===== src/rtl/rfsh_sched_pkg.sv =====
package rfsh_sched_pkg;

  typedef enum logic [1:0] {
    CMD_NONE = 2'd0,
    CMD_PREA = 2'd1,
    CMD_REF  = 2'd2
  } rfsh_cmd_e;

  typedef enum logic [2:0] {
    S_IDLE,
    S_REQ,
    S_PRE,
    S_PGAP,
    S_REF,
    S_RGAP,
    S_TRAIN
  } rfsh_state_e;

endpackage


===== src/rtl/rfsh_interval_tracker.sv =====
// Counts burst periods of INTERVAL_CLKS*BURST_N clocks and keeps how many are owed.
module rfsh_interval_tracker #(
  parameter int INTERVAL_CLKS = 1040,
  parameter int BURST_N       = 8,
  parameter int PEND_MAX      = 3
) (
  input  logic clk,
  input  logic rst_n,
  input  logic pause,
  input  logic take,
  output logic pend_any
);
  localparam int PERIOD = INTERVAL_CLKS * BURST_N;
  localparam int CNT_W  = (PERIOD > 1) ? $clog2(PERIOD) : 1;
  localparam int PEND_W = $clog2(PEND_MAX + 1);
  localparam logic [CNT_W-1:0]  CNT_LAST = CNT_W'(PERIOD - 1);
  localparam logic [PEND_W-1:0] PEND_TOP = PEND_W'(PEND_MAX);

  logic [CNT_W-1:0]  cnt_q;
  logic [PEND_W-1:0] pend_q;
  logic              wrap;

  assign wrap = !pause && (cnt_q == CNT_LAST);

  always_ff @(posedge clk or negedge rst_n) begin
    if (!rst_n) begin
      cnt_q <= '0;
    end else if (pause || wrap) begin
      cnt_q <= '0;
    end else begin
      cnt_q <= cnt_q + 1'b1;
    end
  end

  always_ff @(posedge clk or negedge rst_n) begin
    if (!rst_n) begin
      pend_q <= '0;
    end else begin
      case ({wrap, take})
        2'b10:   if (pend_q != PEND_TOP) pend_q <= pend_q + 1'b1;
        2'b01:   pend_q <= pend_q - 1'b1;
        default: pend_q <= pend_q;
      endcase
    end
  end

  assign pend_any = (pend_q != '0);
endmodule


===== src/rtl/rfsh_gap_timer.sv =====
// Down counter for command spacing; expired is high once it reaches zero.
module rfsh_gap_timer #(
  parameter int GAP_W = 4
) (
  input  logic             clk,
  input  logic             rst_n,
  input  logic             load,
  input  logic [GAP_W-1:0] load_val,
  output logic             expired
);
  logic [GAP_W-1:0] left_q;

  always_ff @(posedge clk or negedge rst_n) begin
    if (!rst_n) begin
      left_q <= '0;
    end else if (load) begin
      left_q <= load_val;
    end else if (left_q != '0) begin
      left_q <= left_q - 1'b1;
    end
  end

  assign expired = (left_q == '0);
endmodule


===== src/rtl/rfsh_burst_fsm.sv =====
// Sequencer: request, precharge-all, BURST_N spaced refreshes, optional retrain.
module rfsh_burst_fsm
  import rfsh_sched_pkg::*;
#(
  parameter int BURST_N    = 8,
  parameter int TRP        = 3,
  parameter int TRFC       = 15,
  parameter bit RETRAIN_EN = 1'b1,
  parameter int GAP_W      = 4
) (
  input  logic             clk,
  input  logic             rst_n,
  input  logic             pend_any,
  input  logic             bus_gnt,
  input  logic             retrain_ack,
  input  logic             gap_done,
  output logic             take,
  output logic             gap_load,
  output logic [GAP_W-1:0] gap_val,
  output logic             bus_req,
  output logic             busy,
  output logic             cmd_valid,
  output rfsh_cmd_e        cmd_code,
  output logic             retrain_req
);
  localparam int REF_W = $clog2(BURST_N + 1);
  localparam logic [REF_W-1:0] REF_LAST  = REF_W'(BURST_N);
  localparam logic [GAP_W-1:0] TRP_LOAD  = GAP_W'(TRP - 2);
  localparam logic [GAP_W-1:0] TRFC_LOAD = GAP_W'(TRFC - 2);
  localparam rfsh_state_e      AFTER_BURST = RETRAIN_EN ? S_TRAIN : S_IDLE;

  rfsh_state_e      state_q, state_d;
  logic [REF_W-1:0] refs_q;

  always_comb begin
    state_d = state_q;
    unique case (state_q)
      S_IDLE:  if (pend_any) state_d = S_REQ;
      S_REQ:   if (bus_gnt) state_d = S_PRE;
      S_PRE:   state_d = S_PGAP;
      S_PGAP:  if (gap_done) state_d = S_REF;
      S_REF:   state_d = S_RGAP;
      S_RGAP:  if (gap_done) state_d = (refs_q == REF_LAST) ? AFTER_BURST : S_REF;
      S_TRAIN: if (retrain_ack) state_d = S_IDLE;
      default: state_d = S_IDLE;
    endcase
  end

  always_ff @(posedge clk or negedge rst_n) begin
    if (!rst_n) begin
      state_q <= S_IDLE;
      refs_q  <= '0;
    end else begin
      state_q <= state_d;
      if (state_q == S_PRE) begin
        refs_q <= '0;
      end else if (state_q == S_REF) begin
        refs_q <= refs_q + 1'b1;
      end
    end
  end

  assign take        = (state_q == S_REQ) && bus_gnt;
  assign gap_load    = (state_q == S_PRE) || (state_q == S_REF);
  assign gap_val     = (state_q == S_PRE) ? TRP_LOAD : TRFC_LOAD;
  assign bus_req     = state_q inside {S_REQ, S_PRE, S_PGAP, S_REF, S_RGAP};
  assign busy        = state_q inside {S_PRE, S_PGAP, S_REF, S_RGAP, S_TRAIN};
  assign cmd_valid   = (state_q == S_PRE) || (state_q == S_REF);
  assign cmd_code    = (state_q == S_PRE) ? CMD_PREA :
                       (state_q == S_REF) ? CMD_REF  : CMD_NONE;
  assign retrain_req = (state_q == S_TRAIN);
endmodule


===== src/rtl/refresh_burst_sched.sv =====
module refresh_burst_sched #(
  parameter int INTERVAL_CLKS = 1040,
  parameter int BURST_N       = 8,
  parameter int TRP           = 3,
  parameter int TRFC          = 15,
  parameter bit RETRAIN_EN    = 1'b1,
  parameter int PEND_MAX      = 3
) (
  input  logic       clk,
  input  logic       rst_n,
  input  logic       pause,
  input  logic       bus_gnt,
  input  logic       retrain_ack,
  output logic       bus_req,
  output logic       cmd_valid,
  output logic [1:0] cmd_code,
  output logic       busy,
  output logic       retrain_req
);
  import rfsh_sched_pkg::*;

  localparam int GAP_MAX = (TRP > TRFC) ? TRP : TRFC;
  localparam int GAP_W   = $clog2(GAP_MAX);

  logic             pend_any, take, gap_load, gap_done;
  logic [GAP_W-1:0] gap_val;
  rfsh_cmd_e        cmd_e;

  rfsh_interval_tracker #(
    .INTERVAL_CLKS(INTERVAL_CLKS),
    .BURST_N      (BURST_N),
    .PEND_MAX     (PEND_MAX)
  ) u_track (
    .clk     (clk),
    .rst_n   (rst_n),
    .pause   (pause),
    .take    (take),
    .pend_any(pend_any)
  );

  rfsh_gap_timer #(.GAP_W(GAP_W)) u_gap (
    .clk     (clk),
    .rst_n   (rst_n),
    .load    (gap_load),
    .load_val(gap_val),
    .expired (gap_done)
  );

  rfsh_burst_fsm #(
    .BURST_N   (BURST_N),
    .TRP       (TRP),
    .TRFC      (TRFC),
    .RETRAIN_EN(RETRAIN_EN),
    .GAP_W     (GAP_W)
  ) u_fsm (
    .clk        (clk),
    .rst_n      (rst_n),
    .pend_any   (pend_any),
    .bus_gnt    (bus_gnt),
    .retrain_ack(retrain_ack),
    .gap_done   (gap_done),
    .take       (take),
    .gap_load   (gap_load),
    .gap_val    (gap_val),
    .bus_req    (bus_req),
    .busy       (busy),
    .cmd_valid  (cmd_valid),
    .cmd_code   (cmd_e),
    .retrain_req(retrain_req)
  );

  assign cmd_code = cmd_e;
endmodule


===== config.mk =====
export PLATFORM = sky130hd
export DESIGN_NAME = refresh_burst_sched
export DESIGN_NICKNAME = d
export VERILOG_FILES = /design/src/rtl/rfsh_sched_pkg.sv /design/src/rtl/rfsh_interval_tracker.sv /design/src/rtl/rfsh_gap_timer.sv /design/src/rtl/rfsh_burst_fsm.sv /design/src/rtl/refresh_burst_sched.sv
export SDC_FILE = /design/constraint.sdc
export NUM_CORES = 1
export LEC_CHECK = 0
export BUFFER_PORTS_ARGS = -buffer_cell sky130_fd_sc_hd__buf_2
export CAP_MARGIN = 20
export CORE_MARGIN = 1.5
export CORE_UTILIZATION = 36
export CTS_CLUSTER_SIZE = 24
export DETAILED_ROUTE_END_ITERATION = 16
export SLEW_MARGIN = 20
export SYNTH_ARGS = -nofsm -noshare
export SYNTH_HDL_FRONTEND = slang
export SYNTH_SLANG_ARGS = --single-unit

===== constraint.sdc =====
create_clock -name clk -period 1.7 [get_ports clk]
set_input_delay 0.34 -clock clk [delete_from_list [all_inputs] [get_ports clk]]
set_output_delay 0.34 -clock clk [all_outputs]
set_load 0.03 [all_outputs]

==> results of run 1 <==
cell usage in the layout (no fill, tap or decap), types with 2 or more instances in the layout:
cell type / netlist / layout
a21oi_1: 2 / 2
and3_1: 3 / 3
and4_4: 2 / 2
buf_2: 1 / 5
buf_4: 0 / 15
clkbuf_8: 0 / 3
dfrtp_1: 27 / 27
ha_1: 4 / 3
inv_1: 6 / 5
inv_2: 3 / 3
nand2_1: 10 / 10
nand3_1: 9 / 8
nand4_1: 5 / 5
nor2_1: 19 / 17
nor2_2: 0 / 2
nor2b_1: 3 / 2
nor2b_4: 1 / 2
nor3_1: 2 / 2
nor3b_2: 1 / 2
o21ai_0: 6 / 6
o21ai_1: 2 / 2
o31ai_1: 3 / 3
xnor2_1: 5 / 5
xor2_1: 10 / 10
layout make-up:
class,instances,share of cell area
Multi-Input combinational cell,107,0.432
Sequential cell,27,0.393
Timing Repair Buffer,22,0.0910
Tap cell,48,0.0349
Clock buffer,3,0.0240
Inverter,9,0.0211
Clock inverter,1,0.00437
what timing repair did:
item	CTS	global route
pin swaps	1	1
setup buffers	6	0
resized for setup	6	9
hold buffers	0	0
cloned	0	0
endpoints found under the setup margin	2	8
cell families (layout without fill, tap and decap cells):
| kind of cell | after synthesis | count (layout) | share of synthesized area |
|---|---|---|---|
| flip-flops | 27 | 27 | 0.464 |
| XOR/XNOR | 15 | 15 | 0.0902 |
| AO/OA/AOI/OAI | 19 | 19 | 0.0885 |
| buffers and inverters | 16 | 35 | 0.0524 |
| adder cells (fa/ha/maj) | 4 | 4 | 0.0344 |
| AND/OR/NAND/NOR | 68 | 68 | 0.264 |
| multiplexers | 1 | 1 | 0.00687 |
worst register-to-register path: stages (launching register included):
cell     delay, ns
dfrtp_1       0.41
buf_4         0.16
buf_4         0.15
nor2_2        0.14
nand3_2       0.16
or3b_1        0.38
o211a_1       0.12
metrics by stage:
step / utilization / area (um^2) / total power [mW] / hold slack (ns) / setup TNS, ns
after global routing: 0.456 / 1720 / 2.47 / 0.109 / -0.345
after floorplan: - / 1470 / 1.50 / 0.0444 / 0
after global placement: 0.417 / 1570 / 1.73 / 0.372 / 0
final: 0.456 / 1720 / 2.28 / 0.0558 / -0.0737
after CTS: 0.447 / 1690 / 2.23 / 0.0793 / -0.0874
after detailed placement: 0.417 / 1570 / 1.77 / 0.377 / 0
path summary, 6_finish.rpt:
check / slack (ns) / startpoint / cells after the start / end
min in group clk: 0.30 / pause / 2 / u_track.cnt_q[4]
setup reg to reg: 0.08 / u_fsm.state_q[2] / 6 / u_track.pend_q[0]
hold / removal: 0.06 / rst_n / 1 / u_track.cnt_q[0]
hold reg to reg: 0.46 / u_track.cnt_q[0] / 1 / u_track.cnt_q[0]
setup / recovery: -0.04 / u_fsm.state_q[2] / 5 / busy
max in group asynchronous: 1.26 / rst_n / 1 / u_gap.left_q[0]
state kept, by name, summed over array words and instances (netlist names):
register,cells
u_track.cnt_q,14
u_fsm.refs_q,4
u_gap.left_q,4
u_track.pend_q,2
u_fsm.state_q,3
power by group through the flow:
stage	logic, mW	clock network (mW)	registers (mW)
after floorplan	0.647	0	0.854
after global placement	0.854	0	0.878
after detailed placement	0.881	0	0.885
after CTS	0.981	0.377	0.872
after global routing	1.16	0.405	0.897
final	1.04	0.364	0.878
metal layers:
metal  track usage  vias to the layer above
met5             0                        -
met4        0.0536                        0
met3        0.0253                        4
met2         0.243                       21
met1         0.179                      546
li1              -                      560
==> run summary, run 1 <==
flops & latches, synth = 27
Detailed Route Iter0 Violations = 51
metal2 WL = 1310 um
internal power = 1.41 mW
cts bufs inserted = 3
CP bufs+invs = 3
Final ANT Viol Nets = 0
initial core utilization = 0.386
Std-Cell Rows = 22
Rel. slew slack = 0.614
Fin Clk Skew = 0.00418 ns
clock network power share = 0.160
FILL cells = 358
Worst path max stage delay = 0.41 ns
Storage cell area = 676 um^2
die area = 0.00444 mm^2
final worst-path cycle share = 1.03
sequential fraction of the synthesis area = 0.464
final hold vios = 0
Final WS setup = -0.0448 ns
number of clock sinks = 27
Worst Max-Slew Pin Slew = 0.580 ns
Residual DRC = 0
RD Place Congestion = 0.827
Final Routed Wirelength = 2730 um
final std cells w/o fill = 217
sequential power share = 0.385
multi-input logic area = 742 um^2
worst-path cell chain = buf_4, buf_4, and3_1, nor2_1, buf_4
HP Class = in2async
Yosys top cell by area = dfrtp_1
gr ovfl total = 0
die width = 66.6 um
Mapped Cells = 150
layout cell share with drive strength beyond 1 = 0.260
largest net degree at the start of global routing = 28
Period minus WS final = 1.74 ns
number of global-route vias before repair = 1165
LEAKAGE = 0.791 nW
Crit Path Class = reg2out
wire length on met3 = 103 um
post-detail-place hpwl = 1940 um
Peak VDD IR = 0.389 mV
unrepaired setup endpoints after global routing = true
syn avg cell area = 9.71 um^2
Area growth syn-to-layout = 18.0%
antenna violations before repair = 0
total track usage = 0.142
number of synthesized flops with an enable pin = 0
crit path capture type = output port
sw frac = 0.381
input/output buffers = 10
Synth Warn # = 0
PwrDens = 1330 mW/mm^2
CORE AREA = 0.00377 mm^2
Synth Cell Area = 0.00146 mm^2
worst-path fanout max = 7
H-tree levels = 1
Clk pin slew, worst setup/hold paths = 0.09 ns
first-pass GRT wire length = 4920 um
CP most frequent cell = buf_4
Max-Cap Viols = 0
switching power = 868 uW
Max Clock Freq = 573 MHz
vias = 1131
Max Slew Vio Count = 0
Clock Latency Late Sink = 0.27 ns
Placed Instances = 207
DR pass1 iterations = 4
pre-CTS WS = 0.0922 ns
Die Y-Extent = 66.6 um
Yosys cell types = 43
CTS Buffer Depth = 2
DR vias/cell = 5.21
share of Yosys cell area claimed by the top area cell type = 0.464
met1 WL = 1280 um
syn nets = 159
DR top layer = met4
ys flop type = dfrtp_1
Crit-path slowest cell = dfrtp_1
nets = 179
synth cell count leaders = 27 x dfrtp_1, 19 x nor2_1, 10 x nand2_1, 10 x xor2_1, 9 x nand3_1
IO Pins = 11
startpoint type of the worst setup path = flop
ranking of synthesized cells by area = dfrtp_1 46%, xor2_1 6.0%, nor2_1 4.9%
most common cell in the synthesized netlist = dfrtp_1
Finish-stage setup viols = 2
CTS tree = done
Arr. time, crit path = 1.40 ns
Worst path top cell family by delay = buffers and inverters
worst path required time = 1.36 ns
combinational share of power = 0.455
failing checks = setup timing
diode count = 0
Clock Tree Root = clkbuf_8
drt wl/cell = 12.6 um
asr flop ratio synth = 1.00
status = complete, but fails checks
Power figures use the tool's default switching activity.
==> run 2: changes to the inputs <==
Settings changed: RECOVER_POWER from default to 50.
==> run summary, run 2 (synthesis gave the netlist of run 1 again) <==
final worst-path cycle share = 1.03 (about the same)
DR pass1 iterations = 4 (unchanged)
status = complete, but fails checks (unchanged)
Arr. time, crit path = 1.40 ns (about the same)
worst reg-to-reg path cell count = 6 (unchanged)
total track usage = 0.142 (unchanged)
number of clock sinks = 27 (unchanged)
Worst path max stage delay = 0.41 ns (about the same)
final instance area = 0.00172 mm^2 (about the same)
crit path capture type = output port (unchanged)
Crit-path slowest cell = dfrtp_1 (unchanged)
Period minus WS final = 1.74 ns (about the same)
commonest non-fill, non-tap cell in the layout = dfrtp_1 (unchanged)
CORE AREA = 0.00377 mm^2 (unchanged)
most flop-heavy register = u_track.cnt_q (unchanged)
sw frac = 0.381 (about the same)
startpoint type of the worst setup path = flop (unchanged)
Worst Max-Slew Pin Slew = 1.38 ns (was 0.580 ns)
die area = 0.00444 mm^2 (unchanged)
clock network power share = 0.160 (about the same)
Die Y-Extent = 66.6 um (unchanged)
number of global-route vias before repair = 1165 (unchanged)
final std cells w/o fill = 217 (unchanged)
post-detail-place hpwl = 1940 um (unchanged)
Crit. Startpoint = u_fsm.state_q[2] (unchanged)
Final ANT Viol Nets = 0 (unchanged)
max FFs per register = 14 (unchanged)
Top Registers = u_track.cnt_q x14, u_fsm.refs_q x4, u_gap.left_q x4 (unchanged)
switching power = 868 uW (about the same)
initial core utilization = 0.386 (unchanged)
Clock Latency Late Sink = 0.27 ns (about the same)
worst-path cell chain = buf_4, buf_4, and3_1, nor2_1, buf_4 (unchanged)
final hold vios = 0 (unchanged)
cts hold-fix bufs = 0 (unchanged)
failing checks = setup timing (unchanged)
R2R Setup Slk = 0.08 ns (about the same)
internal power = 1.41 mW (about the same)
drt wl/cell = 12.5 um (was 12.6 um)
DR vias/cell = 5.20 (was 5.21)
nets = 179 (unchanged)
unrepaired setup endpoints after global routing = true (unchanged)
Clock Tree Root = clkbuf_8 (unchanged)
Detailed Route Iter0 Violations = 51 (unchanged)
input/output buffers = 10 (unchanged)
hold path start = pause
HP Class = in2reg (was in2async)
Crit Path Class = reg2out (unchanged)
layout cell share with drive strength beyond 1 = 0.254 (was 0.260)
sequential power share = 0.385 (about the same)
LEAKAGE = 0.789 nW (was 0.791 nW)
H-tree levels = 1 (unchanged)
worst-path fanout max = 7 (unchanged)
RD Place Congestion = 0.827 (unchanged)
Storage cell area = 676 um^2 (unchanged)
IO Pins = 11 (unchanged)
PwrDens = 1330 mW/mm^2 (about the same)
FILL cells = 357 (was 358)
Peak VDD IR = 0.389 mV (about the same)
antenna violations before repair = 0 (unchanged)
vias = 1129 (was 1131)
multi-input logic area = 742 um^2 (unchanged)
Rel. slew slack = 0.0771 (was 0.614)
Residual DRC = 0 (unchanged)
first-pass GRT wire length = 4920 um (unchanged)
Max Clock Freq = 573 MHz (about the same)
Std-Cell Rows = 22 (unchanged)
Max-Cap Viols = 0 (unchanged)
diode count = 0 (unchanged)
Area growth syn-to-layout = 18.0% (about the same)
CP bufs+invs = 3 (unchanged)
CTS tree = done (unchanged)
hold path cells = 2
Max Slew Vio Count = 0 (unchanged)
worst path required time = 1.36 ns (about the same)
Placed Instances = 207 (unchanged)
Fin Clk Skew = 0.00416 ns (was 0.00418 ns)
worst r2r dst = u_track.pend_q[0] (unchanged)
Finish-stage setup viols = 2 (unchanged)
CP most frequent cell = buf_4 (unchanged)
cts bufs inserted = 3 (unchanged)
combinational share of power = 0.455 (about the same)
Final Routed Wirelength = 2720 um (was 2730 um)
pre-CTS WS = 0.0922 ns (unchanged)
gr ovfl total = 0 (unchanged)
most frequent cells in the layout = 27 x dfrtp_1, 17 x nor2_1, 15 x buf_4 (unchanged)
Clk pin slew, worst setup/hold paths = 0.09 ns (about the same)
Cell Area, Placed = 0.00157 mm^2 (unchanged)
die width = 66.6 um (unchanged)
Worst path top cell family by delay = buffers and inverters (unchanged)
final hold slack = 0.295 ns (was 0.0558 ns)
CTS Buffer Depth = 2 (unchanged)
Worst Hold End = u_track.cnt_q[4]
RR Startpoint = u_fsm.state_q[2] (unchanged)
Final WS setup = -0.0448 ns (about the same)
largest net degree at the start of global routing = 28 (unchanged)
==> run 2: cell type report <==
cell class	count	area share
Inverter	9	0.0211
Clock buffer	3	0.0240
Multi-Input combinational cell	107	0.432
Tap cell	48	0.0350
Clock inverter	1	0.00437
Sequential cell	27	0.393
Timing Repair Buffer	22	0.0903
==> run 2: worst max-delay path by stage <==
stage | depth (start not counted) | endpoint | slack (ns)
after floorplan | 7 | u_track.pend_q[1] | 0.02
after global placement | 5 | cmd_valid | 0.13
after detailed placement | 5 | u_track.pend_q[0] | 0.09
after CTS | 6 | cmd_valid | -0.03
after global routing | 6 | cmd_valid | -0.10
final | 5 | busy | -0.04
==> run 2: timing repair <==
action	4_1_cts	5_1_grt
setup endpoints to repair	2	8
resized for setup	6	9
pin swaps	1	1
hold endpoints to repair	0	0
setup buffers	6	0
==> run 2: routing by layer <==
| metal | share of wire | track usage | vias to the layer above |
|---|---|---|---|
| met5 | 0 | 0 | - |
| met4 | 0.014 | 0.0536 | 0 |
| met3 | 0.039 | 0.0253 | 4 |
| met2 | 0.48 | 0.243 | 23 |
| met1 | 0.47 | 0.179 | 542 |
| li1 | - | - | 560 |
==> run 2: per-stage QoR <==
stage	util	TNS [ns]	total power, mW
after floorplan	-	0	1.50
after global placement	0.417	0	1.73
after detailed placement	0.417	0	1.77
after CTS	0.447	-0.0874	2.23
after global routing	0.456	-0.345	2.47
final	0.456	-0.0737	2.28
==> run 2: power groups by stage <==
stage / clock network, mW / logic, mW / registers [mW]
6_report: 0.364 / 1.04 / 0.878
5_1_grt: 0.405 / 1.16 / 0.897
4_1_cts: 0.377 / 0.981 / 0.872
3_5_place_dp: 0 / 0.881 / 0.885
3_3_place_gp: 0 / 0.854 / 0.878
2_1_floorplan: 0 / 0.647 / 0.854
